$ cat src/rtl/aiu_pkg.sv
package aiu_pkg;
  localparam logic [1:0] SZ_BYTE = 2'd0;
  localparam logic [1:0] SZ_HALF = 2'd1;
  localparam logic [1:0] SZ_WORD = 2'd2;
  localparam logic [1:0] SZ_RSVD = 2'd3;

  localparam logic MODE_IND  = 1'b0;
  localparam logic MODE_AINC = 1'b1;

  // bytes moved by one access; 0 for the reserved code
  function automatic logic [3:0] sz_bytes(input logic [1:0] sz);
    case (sz)
      SZ_BYTE: sz_bytes = 4'd1;
      SZ_HALF: sz_bytes = 4'd2;
      SZ_WORD: sz_bytes = 4'd4;
      default: sz_bytes = 4'd0;
    endcase
  endfunction
endpackage

$ cat src/rtl/aiu_incr.sv
module aiu_incr
  import aiu_pkg::*;
#(
  parameter int ADDR_W = 32
) (
  input  logic              clk_i,
  input  logic              rst_ni,
  input  logic [1:0]        size_i,
  input  logic [ADDR_W-1:0] base_i,
  output logic [ADDR_W-1:0] next_o
);
  logic [ADDR_W-1:0] step;

  assign step   = ADDR_W'(sz_bytes(size_i));
  assign next_o = base_i + step;

  p_step_pow2_r3: assert property (@(posedge clk_i) disable iff (!rst_ni)
    (size_i != SZ_RSVD) |-> ($countones(next_o - base_i) == 1));
endmodule

$ cat src/rtl/aiu_lane_dec.sv
module aiu_lane_dec
  import aiu_pkg::*;
#(
  parameter int LANES = 4
) (
  input  logic                     clk_i,
  input  logic                     rst_ni,
  input  logic                     valid_i,
  input  logic [1:0]               size_i,
  input  logic [$clog2(LANES)-1:0] off_i,
  output logic [LANES-1:0]         be_o,
  output logic                     misalign_o
);
  logic [3:0]       bytes;
  logic [3:0]       off4;
  logic [LANES-1:0] span;

  assign bytes      = sz_bytes(size_i);
  assign off4       = 4'(off_i);
  assign misalign_o = valid_i && (size_i != SZ_RSVD) && ((off4 & (bytes - 4'd1)) != 4'd0);

  for (genvar i = 0; i < LANES; i++) begin : g_lane
    assign span[i] = (4'(i) >= off4) && (4'(i) < off4 + bytes);
  end

  assign be_o = (valid_i && !misalign_o) ? span : '0;

  p_be_shape_r5: assert property (@(posedge clk_i) disable iff (!rst_ni)
    ($countones(be_o) == 0) || ($countones(be_o) == 1) ||
    ($countones(be_o) == 2) || ($countones(be_o) == 4));
  p_idle_quiet_r9: assert property (@(posedge clk_i) disable iff (!rst_ni)
    !valid_i |-> (be_o == '0) && !misalign_o);
endmodule

$ cat src/rtl/aiu_hazard.sv
module aiu_hazard
  import aiu_pkg::*;
#(
  parameter int IDX_W = 5
) (
  input  logic             valid_i,
  input  logic             mode_i,
  input  logic             is_load_i,
  input  logic [1:0]       size_i,
  input  logic [IDX_W-1:0] base_idx_i,
  input  logic [IDX_W-1:0] dest_idx_i,
  output logic             illegal_o
);
  logic clash;

  // two writes to one register in a single instruction
  assign clash     = (mode_i == MODE_AINC) && is_load_i && (base_idx_i == dest_idx_i);
  assign illegal_o = valid_i && (clash || (size_i == SZ_RSVD));
endmodule

$ cat src/rtl/aiu_addr_unit.sv
module aiu_addr_unit
  import aiu_pkg::*;
#(
  parameter int ADDR_W = 32,
  parameter int IDX_W  = 5,
  parameter int LANES  = 4
) (
  input  logic              clk_i,
  input  logic              rst_ni,
  input  logic              valid_i,
  input  logic              mode_i,
  input  logic              is_load_i,
  input  logic [1:0]        size_i,
  input  logic [ADDR_W-1:0] base_i,
  input  logic [IDX_W-1:0]  base_idx_i,
  input  logic [IDX_W-1:0]  dest_idx_i,
  output logic [ADDR_W-1:0] addr_o,
  output logic [ADDR_W-1:0] base_next_o,
  output logic              base_wb_o,
  output logic [LANES-1:0]  be_o,
  output logic              misalign_o,
  output logic              illegal_o
);
  localparam int OFF_W = $clog2(LANES);

  // no adder on the address path
  assign addr_o = base_i;

  aiu_incr #(.ADDR_W(ADDR_W)) u_incr (
    .clk_i  (clk_i),
    .rst_ni (rst_ni),
    .size_i (size_i),
    .base_i (base_i),
    .next_o (base_next_o)
  );

  aiu_lane_dec #(.LANES(LANES)) u_lane (
    .clk_i      (clk_i),
    .rst_ni     (rst_ni),
    .valid_i    (valid_i),
    .size_i     (size_i),
    .off_i      (base_i[OFF_W-1:0]),
    .be_o       (be_o),
    .misalign_o (misalign_o)
  );

  aiu_hazard #(.IDX_W(IDX_W)) u_haz (
    .valid_i    (valid_i),
    .mode_i     (mode_i),
    .is_load_i  (is_load_i),
    .size_i     (size_i),
    .base_idx_i (base_idx_i),
    .dest_idx_i (dest_idx_i),
    .illegal_o  (illegal_o)
  );

  assign base_wb_o = valid_i && (mode_i == MODE_AINC) && !misalign_o && !illegal_o;

  p_no_wb_indirect_r2: assert property (@(posedge clk_i) disable iff (!rst_ni)
    (mode_i == MODE_IND) |-> !base_wb_o);
  p_misalign_blocks_r6: assert property (@(posedge clk_i) disable iff (!rst_ni)
    misalign_o |-> !base_wb_o && (be_o == '0));
  p_illegal_blocks_r7: assert property (@(posedge clk_i) disable iff (!rst_ni)
    illegal_o |-> !base_wb_o);
  p_rsvd_quiet_r8: assert property (@(posedge clk_i) disable iff (!rst_ni)
    (valid_i && size_i == SZ_RSVD) |-> illegal_o && !misalign_o && (be_o == '0));
  p_idle_flags_r9: assert property (@(posedge clk_i) disable iff (!rst_ni)
    !valid_i |-> !base_wb_o && !illegal_o);
endmodule

$ cat config.mk
export PLATFORM = sky130hd
export DESIGN_NAME = aiu_addr_unit
export DESIGN_NICKNAME = d
export VERILOG_FILES = /design/src/rtl/aiu_pkg.sv /design/src/rtl/aiu_incr.sv /design/src/rtl/aiu_lane_dec.sv /design/src/rtl/aiu_hazard.sv /design/src/rtl/aiu_addr_unit.sv
export SDC_FILE = /design/constraint.sdc
export NUM_CORES = 1
export LEC_CHECK = 0
export BUFFER_PORTS_ARGS = -buffer_cell sky130_fd_sc_hd__buf_4
export CORE_ASPECT_RATIO = 0.7
export CORE_MARGIN = 2
export CORE_UTILIZATION = 35
export DETAILED_ROUTE_END_ITERATION = 8
export PLACE_DENSITY = 0.9
export SLEW_MARGIN = 20
export SYNTH_ARGS = -nofsm -noshare
export SYNTH_HDL_FRONTEND = slang
export SYNTH_HIERARCHICAL = 1
export SYNTH_SLANG_ARGS = --single-unit
$ cat constraint.sdc
create_clock -name vclk -period 1.85
set_input_delay 0.2775 -clock vclk [all_inputs]
set_output_delay 0.2775 -clock vclk [all_outputs]
set_load 0.005 [all_outputs]
==> results.md <==
* Total negative slack at -5280 ps
* Clk network pwr share at 0
* VDD IR max at 0.000119 V
* P_leak at about 1.3 nW
* Hold_buf cts at 0
* Vias in the first global route at 1443
* Tot GR Track Use at 0.213
* Die W at about 76 um
* IO Pins at 120
* Post-Place Cells at between 300 and 400
* Gr ovfl total at 0
* Met2 WL at ~2.8 mm
* Setup CP Type: in -> out
* Failing checks: negative setup slack
* Port buffer count at 118
* Register area at 0 um^2
* Yosys top cell by area: buf_4
* Area of the mapped netlist at between 1000 and 1500 um^2
* Die height at between 50 and 60 um
* Critical path required time at around 1600 ps
* Hold WC Path Type: in -> out
* CP Capture Type: output port
* Most numerous cell in the Yosys netlist: buf_4
* Worst endpoint data arrival time at between 1500 and 2000 ps
* Clock buffers at 0
* Routability Congestion at 0.850
* Power, Total at ~0.52 mW
* Hold path endpoint: addr_o[31]
* Finished Layout Cells at 330
* Top post-synthesis cells by area: buf_4 19%, xor2_1 14%, xnor2_1 9.6%
* Area delta synth->final at 99.0%
* Hold wc startpoint: base_i[31]
* Yosys warnings at 6
* Site Rows at 18
* Final WL at around 5.4 mm
* Sequential Power Share at 0
* Crit path launch type: input pin
* Routed len/inst at ~16 um
* Slew @ Worst Pin at 545 ps
* Avg Vias per Cell at between 5 and 6
* DR top layer: met4
* Post-Route M1 WL at between 2 and 2.5 mm
* Maximum fanout along the worst path at 7
* Switching share of power at 0.436
* Combinational Power Share at 1.000
* FF+latch count at 0
* Global-route wire length before repair at 7.25 mm
* RSZ-0062 raised after global routing: yes
* DRC violation total after the first TritonRoute iteration at 57
* Final worst slack at -282 ps
* Total power per unit cell area at 203 nW/um^2
* DR vias at between 1500 and 2000
* Layout cell share with drive strength beyond 1 at 0.689
* Post-synth top area share at 0.187
* Post-synth top cells: 32 x buf_4, 21 x xor2_1, 14 x xnor2_1
* Die area at around 4200 um^2
* Initial antenna violation count at 0
* Largest net degree at the start of global routing at 10
* Met3 wire len at ~280 um
* Slew headroom at 0.633
* HPWL Detailed at between 3 and 4 mm
* Syn Nets at 229
* Fin Hold WS at between 700 and 800 ps
* Final ANT Viol Nets at 0
* DRC Markers at 0
* Antenna diodes at 0
* Final Hold Vio Count at 0
* Seq/Total Area, Yosys at 0
* Core area at ~3500 um^2
* Hold path cells at 2
* Max-cap violations at 0
* Fin crit period at ~2100 ps
* DP Worst Slack at -396 ps
* Peak Freq at around 0.47 GHz
* Internal at ~0.29 mW
* Setup violations, final at 32
* Status: finished, violations left
* Final Net Count at around 340
* Drt first pass iters at 5
* Sw Pwr at 0.225 mW
* Period utilisation layout at 1.15
* Syn avg cell area at 7.46 um^2
* Mapped Cells at ~170
* Starting Density at 0.365
* Cell variety after synth at 38
* Slew Viols, Final at 0
[layout make-up]
cell class / count / area (um^2)
inverter: 11 / 41.3
fill: 280 / 961
multi-input combinational: 129 / 1310
tap: 50 / 62.6
timing repair buffer: 140 / 1140
[routing by layer]
layer | GRT usage | vias to the layer above
met4 | 0.0152 | 0
met2 | 0.386 | 59
met3 | 0.0281 | 4
met1 | 0.288 | 808
li1 | - | 781
met5 | 0 | -
[stage by stage]
step / area [um^2] / utilization
5_1_grt: 2550 / 0.726
6_report: 2550 / 0.726
3_5_place_dp: 2080 / 0.592
3_3_place_gp: 2080 / 0.592
4_1_cts: 2370 / 0.675
2_1_floorplan: 1280 / -
[repair_timing]
action | CTS | global route
setup buffers | 6 | 6
pin swaps | 22 | 30
cloned | 2 | 0
setup endpoints to repair | 32 | 33
gates resized for setup | 39 | 28
[critical path, stage by stage]
cell     delay (ps)
buf_12          120
nor2b_4         130
ha_4            280
and3_4          200
o21ai_4          90
buf_12          160
buf_4           140
nor3_4          160
xnor2_1         150
buf_4           140
[placed cells by master, fill, tap and decap left out, types with 2 or more instances in the layout]
master and count:
a21oi_1 2, and4_1 2, and4_4 2, buf_12 5
buf_4 128, buf_6 7, fa_2 2, ha_4 4
inv_1 10, nand2_1 11, nand2_4 2, nand3_1 7
nand4_1 6, nand4_4 3, nor2_1 6, nor2_2 3
nor2_4 3, nor2b_4 2, nor3_2 3, nor3_4 6
nor4_4 5, xnor2_1 12, xnor2_2 2, xor2_1 19
xor2_2 2
[power groups by stage]
stage	registers [mW]	clock network, mW	logic, mW
2_1_floorplan	0	0	0.183
3_3_place_gp	0	0	0.420
3_5_place_dp	0	0	0.428
4_1_cts	0	0	0.477
5_1_grt	0	0	0.555
6_report	0	0	0.517
[logic make-up after synthesis]
family	after synthesis	share of synthesized area
AO/OA/AOI/OAI	14	0.0800
XOR/XNOR	35	0.239
adder cells (fa/ha/maj)	8	0.0898
buffers and inverters	44	0.223
AND/OR/NAND/NOR	71	0.368
[worst max path at each step]
| stage | depth (start not counted) | to | start |
|---|---|---|---|
| 2_1_floorplan | 7 | base_next_o[21] | size_i[0] |
| 4_1_cts | 10 | base_next_o[29] | size_i[1] |
| 6_report | 10 | base_next_o[21] | size_i[1] |
| 3_5_place_dp | 9 | base_next_o[18] | size_i[1] |
| 3_3_place_gp | 9 | base_next_o[18] | size_i[1] |
| 5_1_grt | 10 | base_next_o[21] | size_i[1] |
No activity file was read; power rests on OpenSTA's default activity.
